### config.mk
export PLATFORM = sky130hd
export DESIGN_NAME = result_serial_master
export DESIGN_NICKNAME = d
export VERILOG_FILES = /design/src/rtl/srm_pkg.sv /design/src/rtl/srm_trigger.sv /design/src/rtl/srm_timer.sv /design/src/rtl/srm_shifter.sv /design/src/rtl/result_serial_master.sv
export SDC_FILE = /design/constraint.sdc
export NUM_CORES = 1
export LEC_CHECK = 0
export BUFFER_PORTS_ARGS = -buffer_cell sky130_fd_sc_hd__buf_2
export CORE_MARGIN = 2
export CORE_UTILIZATION = 45
export DETAILED_ROUTE_END_ITERATION = 8
export GPL_TIMING_DRIVEN = 0
export PLACE_DENSITY = 0.73
export SKIP_LAST_GASP = 1
export SLEW_MARGIN = 25
export SYNTH_ARGS = -nofsm -noshare
export SYNTH_HDL_FRONTEND = slang
export SYNTH_SLANG_ARGS = --single-unit
export TNS_END_PERCENT = 30
### constraint.sdc
create_clock -name clk -period 1.2 [get_ports clk]
set_clock_uncertainty 0.05 [all_clocks]
set_input_delay 0.24 -clock clk [delete_from_list [all_inputs] [get_ports clk]]
set_output_delay 0.24 -clock clk [all_outputs]
set_load 0.005 [all_outputs]
### src/rtl/srm_pkg.sv
package srm_pkg;
    typedef enum logic {
        RD_AFTER  = 1'b0,
        RD_DURING = 1'b1
    } rd_mode_e;

    function automatic logic busy_edge_hit(rd_mode_e mode, logic now, logic prev);
        return (mode == RD_DURING) ? (now && !prev) : (!now && prev);
    endfunction
endpackage

### src/rtl/srm_trigger.sv
module srm_trigger
    import srm_pkg::*;
(
    input  logic clk,
    input  logic rst_n,
    input  logic busy_i,
    input  logic mode_i,
    input  logic en_i,
    input  logic active_i,
    output logic start_o
);
    typedef struct packed {
        logic busy;
    } trig_t;

    trig_t d, q;

    always_comb begin
        d      = q;
        d.busy = busy_i;
    end

    always_ff @(posedge clk) begin
        if (!rst_n) q <= '0;
        else        q <= d;
    end

    assign start_o = en_i && !active_i &&
                     busy_edge_hit(rd_mode_e'(mode_i), busy_i, q.busy);

    // a start is followed by a running frame, never a second start
    p_one_shot_r9: assert property (@(posedge clk) disable iff (!rst_n)
        start_o |=> !start_o);
endmodule

### src/rtl/srm_timer.sv
module srm_timer #(
    parameter int DATA_W   = 16,
    parameter int HALF_DIV = 2
) (
    input  logic clk,
    input  logic rst_n,
    input  logic start_i,
    input  logic en_i,
    output logic active_o,
    output logic sclk_raw_o,
    output logic shift_o,
    output logic mid_bit_o
);
    localparam int BIT_CYC = 2 * HALF_DIV;
    localparam int CNT_W   = (BIT_CYC > 1) ? $clog2(BIT_CYC) : 1;
    localparam int BIT_W   = (DATA_W > 1) ? $clog2(DATA_W) : 1;
    localparam logic [CNT_W-1:0] CNT_LAST = CNT_W'(BIT_CYC - 1);
    localparam logic [CNT_W-1:0] CNT_HALF = CNT_W'(HALF_DIV);
    localparam logic [BIT_W-1:0] BIT_LAST = BIT_W'(DATA_W - 1);

    typedef struct packed {
        logic             active;
        logic [CNT_W-1:0] cnt;
        logic [BIT_W-1:0] bit_idx;
    } tmr_t;

    tmr_t d, q;

    always_comb begin
        d = q;
        if (q.active) begin
            if (!en_i) begin
                d.active = 1'b0;
            end else if (q.cnt == CNT_LAST) begin
                d.cnt = '0;
                if (q.bit_idx == BIT_LAST) d.active  = 1'b0;
                else                       d.bit_idx = q.bit_idx + 1'b1;
            end else begin
                d.cnt = q.cnt + 1'b1;
            end
        end else if (start_i) begin
            d.active  = 1'b1;
            d.cnt     = '0;
            d.bit_idx = '0;
        end
    end

    always_ff @(posedge clk) begin
        if (!rst_n) q <= '0;
        else        q <= d;
    end

    assign active_o   = q.active;
    assign sclk_raw_o = q.active && (q.cnt >= CNT_HALF);
    assign shift_o    = q.active && en_i && (q.cnt == CNT_LAST);
    assign mid_bit_o  = q.active && (q.cnt != '0);

    // a held frame keeps running until its final count
    p_stay_r9: assert property (@(posedge clk) disable iff (!rst_n)
        (q.active && en_i && !(q.cnt == CNT_LAST && q.bit_idx == BIT_LAST))
        |=> q.active);

    // strobe release ends the frame on the next edge
    p_abort_r7: assert property (@(posedge clk) disable iff (!rst_n)
        (q.active && !en_i) |=> !q.active);

    // every frame opens at the first half of bit zero
    p_clean_start_r6: assert property (@(posedge clk) disable iff (!rst_n)
        $rose(q.active) |-> (q.cnt == '0 && q.bit_idx == '0));
endmodule

### src/rtl/srm_shifter.sv
module srm_shifter #(
    parameter int DATA_W = 16
) (
    input  logic              clk,
    input  logic              rst_n,
    input  logic              load_i,
    input  logic              shift_i,
    input  logic              active_i,
    input  logic [DATA_W-1:0] word_i,
    output logic              bit_o
);
    typedef struct packed {
        logic [DATA_W-1:0] sh;
    } shf_t;

    shf_t d, q;

    always_comb begin
        d = q;
        if (load_i)       d.sh = word_i;
        else if (shift_i) d.sh = {q.sh[DATA_W-2:0], 1'b0};
    end

    always_ff @(posedge clk) begin
        if (!rst_n) q <= '0;
        else        q <= d;
    end

    assign bit_o = active_i && q.sh[DATA_W-1];

    // the register is loaded only between frames
    p_load_idle_r1: assert property (@(posedge clk) disable iff (!rst_n)
        load_i |-> !active_i);
endmodule

### src/rtl/result_serial_master.sv
module result_serial_master #(
    parameter int DATA_W   = 16,
    parameter int HALF_DIV = 2
) (
    input  logic              clk,
    input  logic              rst_n,
    input  logic [DATA_W-1:0] result_i,
    input  logic              busy_i,
    input  logic              cs_n_i,
    input  logic              rd_n_i,
    input  logic              rd_during_i,
    input  logic              sync_low_i,
    input  logic              sclk_inv_i,
    output logic              sclk_o,
    output logic              sync_o,
    output logic              sdout_o
);
    logic en, start, active, sclk_raw, shift, mid_bit;

    assign en = !cs_n_i && !rd_n_i;

    srm_trigger u_trig (
        .clk     (clk),
        .rst_n   (rst_n),
        .busy_i  (busy_i),
        .mode_i  (rd_during_i),
        .en_i    (en),
        .active_i(active),
        .start_o (start)
    );

    srm_timer #(.DATA_W(DATA_W), .HALF_DIV(HALF_DIV)) u_tmr (
        .clk       (clk),
        .rst_n     (rst_n),
        .start_i   (start),
        .en_i      (en),
        .active_o  (active),
        .sclk_raw_o(sclk_raw),
        .shift_o   (shift),
        .mid_bit_o (mid_bit)
    );

    srm_shifter #(.DATA_W(DATA_W)) u_shf (
        .clk     (clk),
        .rst_n   (rst_n),
        .load_i  (start),
        .shift_i (shift),
        .active_i(active),
        .word_i  (result_i),
        .bit_o   (sdout_o)
    );

    assign sclk_o = sclk_raw ^ sclk_inv_i;
    assign sync_o = active ^ sync_low_i;

    // data holds for the whole bit period
    p_sdo_hold_r2: assert property (@(posedge clk) disable iff (!rst_n)
        (mid_bit && $past(active)) |-> $stable(sdout_o));
endmodule

==> results of run 1 <==
==> registers in the layout, indices dropped and copies added, names as in the netlist <==
| signal | flops |
|---|---|
| u_shf.q | 16 |
| u_tmr.q | 6 |
| u_tmr.active_o | 1 |
| u_trig.q | 1 |
==> stage by stage <==
stage / total power, mW / setup WS [ns] / util / hold slack, ns
3_3_place_gp: 0.979 / -0.146 / 0.546 / 0.405
4_1_cts: 1.34 / -0.164 / 0.622 / 0.105
3_5_place_dp: 0.984 / -0.167 / 0.546 / 0.411
5_1_grt: 1.41 / -0.233 / 0.661 / 0.110
6_report: 1.36 / -0.161 / 0.661 / 0.109
2_1_floorplan: 0.921 / -0.0220 / - / 0.312
==> power breakdown <==
part	switching (mW)	internal (mW)
clock network	0.234	0.117
registers	0.0119	0.816
logic	0.0859	0.0892
==> worst max-delay path: cells and delay by family (launching register included) <==
kind,cells,cell delay [ns]
AOI/OAI and AO/OA,2,0.30
DFF,1,0.34
and+or+nand+nor,2,0.27
buffers and inverters,2,0.30
==> worst paths after layout <==
check,from,end
setup / recovery,u_tmr.active_o,u_tmr.q[4]
hold / removal,result_i[0],u_shf.q[0]
setup reg to reg,u_tmr.active_o,u_tmr.q[4]
hold reg to reg,u_shf.q[14],u_shf.q[14]
==> repair_timing <==
| action | in CTS | in global routing |
|---|---|---|
| setup buffers | 10 | 2 |
| pin swaps | 9 | 3 |
| resized for setup | 24 | 12 |
| endpoints found under the hold margin | 0 | 0 |
| setup endpoints to repair | 25 | 26 |
| cloned | 3 | 0 |
==> layout make-up <==
| type | count | area, sq um | share of cell area |
|---|---|---|---|
| clock buffers | 3 | 22.5 | 0.0139 |
| multi-input cells | 102 | 709 | 0.437 |
| plain buffers | 10 | 97.6 | 0.0601 |
| well taps | 30 | 37.5 | 0.0231 |
| flip-flops and latches | 24 | 490 | 0.302 |
| inverters | 1 | 3.75 | 0.00231 |
| repair buffers | 40 | 262 | 0.161 |
==> per-layer routing <==
metal | GRT usage | up-vias | wire (um)
met1 | 0.263 | 530 | 1250
met2 | 0.355 | 36 | 1450
met3 | 0.0273 | 4 | 148
met5 | 0 | - | 0
li1 | - | 577 | -
met4 | 0.0708 | 0 | 23
==> cell usage in the layout, fill, tap and decap left out, drive strengths merged, types with 2 or more instances in the layout <==
cell type,n
nor3,2
a31oi,15
clkbuf,4
and2,2
o21ai,18
nand2,31
ha,2
nor2,4
nand3,6
a21oi,6
a22oi,2
dfxtp,24
and3,2
buf,49
==> cells by family (layout without fill, tap and decap cells) <==
logic type / Yosys count / after routing / share of synthesized area
AND/OR/NAND/NOR: 54 / 54 / 0.239
AO/OA/AOI/OAI: 44 / 44 / 0.235
flip-flops: 24 / 24 / 0.416
buffers and inverters: 11 / 54 / 0.0727
adder cells (fa/ha/maj): 2 / 2 / 0.0217
XOR/XNOR: 2 / 2 / 0.0152
==> out/qor.yml, run 1 <==
grt:
  gr-total-overflow: 0
  grt_start_max_net_pins: 13
  antenna_found_initial: 0
  grt_usage: 0.207
  grt_pass1_wl_um: 4420
  grt_pass1_vias: 982
worst_setup_path:
  cp-end-kind: "flip-flop"
  worstPathMaxFanout: 8
  cp_common_cell: "buf_6"
  cp_slowest_cell: "dfxtp_2"
  crit_path_max_incr_delay_ns: 0.34
  worstSetupStartpointType: "flip-flop"
  cp.required_ns: 1.35
  ff2ff_setup_slack_ns: -0.16
  reg2regPathDepth: 6
  crit_arrival_ns: 1.51
  critPathKind: "reg -> reg"
  cp_cell_sequence: "buf_6 > nor3_4 > o21ai_4 > buf_6 > a31oi_4 > nor2_1"
yosys:
  ys_seq_area_frac: 0.416
  synth_fp_nets: 163
  netlist_top_cells_count: "31 x nand2_1, 24 x dfxtp_1, 15 x a31oi_1"
  synth-edff-count: 0
  synth_area_leaders: "dfxtp_1 42%, nand2_1 10%, a31oi_1 8.1%"
  yosys_most_used_dff: "dfxtp_1"
  synthesis.area_sq_um: 1150
  synth_top_cell_by_area: "dfxtp_1"
  ys_warn_count: 0
  syn_avg_cell_area_sq_um: 8.42
  synth.most_common_cell: "nand2_1"
  synthDominantCellAreaShare: 0.416
  async_flop_share: 0
  ys_ff_latch: 24
  yosysUniqueCellTypes: 34
  syn_inst: 137
cts:
  h-tree-depth: 1
  cts_tree: "done"
  cts-buffers-inserted: 3
  cts_root_buffer: "clkbuf_4"
  hold_buffers: 0
  cts.sinks: 24
  clockBufferDepth: 2
  path_clk_slew_ns: 0.12
  clk_latency_ns: 0.31
die:
  fp.dieW_um: 54.6
  die_y_um: 54.6
  rows: 18
  initial_core_util: 0.470
  die_area_sq_um: 2980
  io-pin-count: 27
  core-area_sq_um: 2450
final_layout:
  area_growth_pct: 40.7
  n_antenna_cell: 0
  layout.nets: 208
  layout.cells.non_filler: 210
  nFillCells: 199
  final_area_sq_um: 1620
  drive_above_1_share: 0.456
min_path:
  holdCritPathClass: "in -> reg"
  whs_path_depth: 3
route:
  routedWlPerCell_um: 13.7
  vias_per_cell: 5.46
  ant_nets: 0
  drc: 0
  dr.pass1.iters: 4
  totalWireLength_um: 2880
  vias: 1147
  first_iter_violations: 41
timing:
  worstMarginPinSlew_ns: 0.435
  rsz0062_at_grt: "yes"
  layout_setup_ws_ns: -0.161
  timing.fmax_mhz: 735
  hold_viol_final: 0
  maxSlewViolCount: 0
  slew_headroom: 0.710
  finalCritPeriodShare: 1.13
  tns_ns: -3.17
  setup_viol: 26
  min_period_ns: 1.36
outcome:
  status: "complete, but fails checks"
  violations: "negative setup slack"
placement:
  port_buffers: 25
  dpl_cell_area_sq_um: 1340
  place_inst: 192
  post-dp-hpwl_um: 1860
  gp_congestion: 0.741
power:
  peakVddDrop_v: 0.000622
  p_leak_nw: 0.623
  power_density_nw_per_um2: 835
job:
  cap_viol_max_count: 0
No activity file was read; power rests on OpenSTA's default activity.
==> run 2: changes to the inputs <==
--- a/config.mk
+++ b/config.mk
@@ -5,12 +5,13 @@
 export SDC_FILE = /design/constraint.sdc
 export NUM_CORES = 1
 export LEC_CHECK = 0
+export ABC_AREA = 1
 export BUFFER_PORTS_ARGS = -buffer_cell sky130_fd_sc_hd__buf_2
 export CORE_MARGIN = 2
 export CORE_UTILIZATION = 45
 export DETAILED_ROUTE_END_ITERATION = 8
 export GPL_TIMING_DRIVEN = 0
-export PLACE_DENSITY = 0.73
+export PLACE_DENSITY = 0.72
 export SKIP_LAST_GASP = 1
 export SLEW_MARGIN = 25
 export SYNTH_ARGS = -nofsm -noshare
==> run 2 against run 1 <==
Effect of this change:
- the flow still finishes with violations (negative setup slack)
- first-iteration DRC count did not move
- setup slack got worse by 0.045 ns
- maximum frequency fell by 3.2%
- sequential power rose by 2%
- clock-buffer cell count did not move
- synthesized cell count rose by 35%
- critical path type is now reg -> out
- largest power group unchanged
==> out/qor.yml, run 2 <==
worst_setup_path:
  crit_arrival_ns: 1.12  # -0.39 ns
  worst-path-stages: 4  # -2
  reg2reg_to: "u_shf.q[1]"
  worstSetupStartpointType: "flip-flop"
  critPathKind: "reg -> out"
  cp_cell_sequence: "buf_12 > nand2_4 > xnor2_2 > buf_2"
  worstPathMaxFanout: 7  # -1
  cp.required_ns: 0.91  # -0.44 ns
  worst-path-buf-inv: 2  # unchanged
  cp_top_family: "flip-flops"
  crit_path_max_incr_delay_ns: 0.37  # +0.03 ns
  endpoint: "sclk_o"
  reg2reg_from: "u_tmr.q[5]"
  cp-end-kind: "primary output"
  crit_start: "u_tmr.active_o"
  cp_slowest_cell: "dfxtp_2"
  reg2regPathDepth: 8  # +2
  ff2ff_setup_slack_ns: -0.12  # +0.04 ns
yosys:
  ys_warn_count: 0  # unchanged
  synth_fp_nets: 211  # +29%
  ys_ff_latch: 24  # unchanged
  synth-edff-count: 0  # unchanged
  yosysUniqueCellTypes: 27  # -21%
  synth_top_cell_by_area: "dfxtp_1"
  synthDominantCellAreaShare: 0.368  # -0.0487
  netlist_top_cells_count: "48 x nand2_1, 24 x dfxtp_1, 24 x nor2_1"
  async_flop_share: 0  # unchanged
  syn_avg_cell_area_sq_um: 7.06  # -16%
  yosys_most_used_dff: "dfxtp_1"
  ys_seq_area_frac: 0.368  # -0.0487
  syn_inst: 185  # +35%
  synthesis.area_sq_um: 1310  # +13%
  synth_area_leaders: "dfxtp_1 37%, nand2_1 14%, nor2_1 6.9%"
  synth.most_common_cell: "nand2_1"
job:
  cap_viol_max_count: 0  # unchanged
outcome:
  violations: "negative setup slack"
  status: "complete, but fails checks"
timing:
  timing.fmax_mhz: 711  # -3.2%
  worstMarginPinSlew_ns: 0.368  # -0.0670 ns
  tns_ns: -2.10  # +1.08 ns
  fin_hold_ws_ns: 0.0799  # -0.0287 ns
  hold_viol_final: 0  # unchanged
  min_period_ns: 1.41  # +0.0447 ns
  setup_viol: 23  # -12%
  layout_setup_ws_ns: -0.206  # -0.0447 ns
  slew_headroom: 0.755  # +0.0447
  rsz0062_at_grt: "yes"
  maxSlewViolCount: 0  # unchanged
  finalCritPeriodShare: 1.17  # +0.0373
placement:
  place_inst: 242  # +26%
  port_buffers: 26  # +4.0%
  dp_worst_setup_slack_ns: -0.268  # -0.101 ns
  gp_congestion: 0.796  # +7.4%
  post-dp-hpwl_um: 1850  # -0.18%
  dpl_cell_area_sq_um: 1500  # +12%
min_path:
  holdCritPathClass: "in -> reg"
cts:
  cts.sinks: 24  # unchanged
  hold_buffers: 0  # unchanged
  path_clk_slew_ns: 0.13  # about the same
  clockBufferDepth: 2  # unchanged
  cts_root_buffer: "clkbuf_4"
  cts_tree: "done"
  clk_latency_ns: 0.32  # about the same
  h-tree-depth: 1  # unchanged
  cts-buffers-inserted: 3  # unchanged
final_layout:
  layout.cells.non_filler: 263  # +25%
  n_antenna_cell: 0  # unchanged
  largestRegisters: "u_shf.q (16), u_tmr.q (6)"
  most-common-layout-cells: "36 x nand2_1, 27 x buf_2, 24 x nor2_1, 19 x dfxtp_1"
  area_growth_pct: 39.5
  regMostFlops: "u_shf.q"
  final_area_sq_um: 1820  # +12%
  final_common_cell: "nand2_1"
  nFillCells: 233  # +17%
  utilization: 0.661  # about the same
  drive_above_1_share: 0.418  # -0.0375
  largest_reg_flops: 16  # unchanged
  layout.nets: 259  # +25%
power:
  p_int_mw: 1.28  # +25%
  seq_power_share: 0.499  # -0.112
  clockPowerShare: 0.354  # +0.094
  power.total_mw: 1.69  # +25%
  power_density_nw_per_um2: 928  # +11%
  p_sw_frac: 0.245  # about the same
  pwr-share-comb: 0.147  # +0.018
  peakVddDrop_v: 0.000866  # +39%
  switchingPower_mw: 0.414  # +25%
  p_leak_nw: 0.895  # +44%
grt:
  grt_pass1_vias: 1202  # +22%
  gr-total-overflow: 0  # unchanged
  grt_start_max_net_pins: 15  # +2
  grt_usage: 0.196  # -0.0114
  grt_pass1_wl_um: 5170  # +17%
  antenna_found_initial: 0  # unchanged
route:
  first_iter_violations: 41  # unchanged
  vias_per_cell: 4.84  # -11%
  totalWireLength_um: 2950  # +2.5%
  ant_nets: 0  # unchanged
  vias: 1272  # +11%
  dr.pass1.iters: 4  # unchanged
  routedWlPerCell_um: 11.2  # -18%
  drc: 0  # unchanged
die:
  die_y_um: 57.9  # +5.9%
  io-pin-count: 27  # unchanged
  rows: 19  # +1
  die_area_sq_um: 3350  # +12%
  fp.dieW_um: 57.9  # +5.9%
  initial_core_util: 0.474  # +0.00376
  core-area_sq_um: 2760  # +12%
[run 2: changes by cell type in the layout (fill, tap and decap cells not counted), sizes merged, moves of 4 or more]
cell,change
nand2,+20
a21oi,+14
o21ai,-4
nand3,+10
nor2,+23
inv,+17
a31oi,-15
[run 2: routing by layer]
| layer | GRT usage | part of all wire | vias up |
|---|---|---|---|
| li1 | - | - | 685 |
| met1 | 0.260 | 0.47 | 560 |
| met2 | 0.326 | 0.48 | 23 |
| met3 | 0.0246 | 0.041 | 4 |
| met4 | 0.0698 | 0.013 | 0 |
| met5 | 0 | 0 | - |
[run 2: power groups by stage]
stage               Sequential, mW  Combinational [mW]  Clock [mW]
floorplan                    0.859               0.144           0
global placement             0.861               0.212           0
detailed placement           0.862               0.213           0
CTS                          0.844               0.240       0.609
global route                 0.847               0.282       0.639
finish                       0.843               0.249       0.598
[run 2: kinds of logic (layout without fill, tap and decap cells)]
logic type,after synthesis,after routing,synth area share
and+or+nand+nor,96,96,0.342
AOI/OAI and AO/OA,35,35,0.159
buffers and inverters,26,73,0.0987
DFF,24,24,0.368
adders and majority gates,2,2,0.0192
xor gates and xnor gates,2,2,0.0134
[run 2: final cells by class]
| type | count | area [sq um] | area share |
|---|---|---|---|
| Timing Repair Buffer | 43 | 269 | 0.148 |
| Buffer | 7 | 70.1 | 0.0385 |
| Multi-Input combinational cell | 135 | 821 | 0.451 |
| Clock inverter | 1 | 30.0 | 0.0165 |
| Tap cell | 31 | 38.8 | 0.0213 |
| Clock buffer | 3 | 22.5 | 0.0124 |
| Sequential cell | 24 | 492 | 0.270 |
| Inverter | 19 | 78.8 | 0.0433 |
[run 2: how the worst min path moves through the flow]
stage	from	endpoint	slack [ns]	cells past startpoint
final	busy_i	u_trig.q	0.08	3
after global routing	busy_i	u_trig.q	0.11	3
after CTS	busy_i	u_trig.q	0.07	3
after detailed placement	u_tmr.q[4]	u_tmr.q[4]	0.38	1
after global placement	u_tmr.q[4]	u_tmr.q[4]	0.37	1
after floorplan	busy_i	u_trig.q	0.28	2
[run 2: timing repair]
item	4_1_cts	5_1_grt
cloned	1	0
resized for setup	22	17
pin swaps	14	6
endpoints found under the setup margin	26	26
buffers inserted	10	6
[run 2: worst reg2reg max path, stage by stage (launching register included)]
cell and delay [ns]:
dfxtp_4 0.40, ha_4 0.16, inv_6 0.05, nor2_8 0.10
buf_4 0.14, buf_4 0.10, nand2_1 0.05, o21a_1 0.10
a21oi_1 0.12
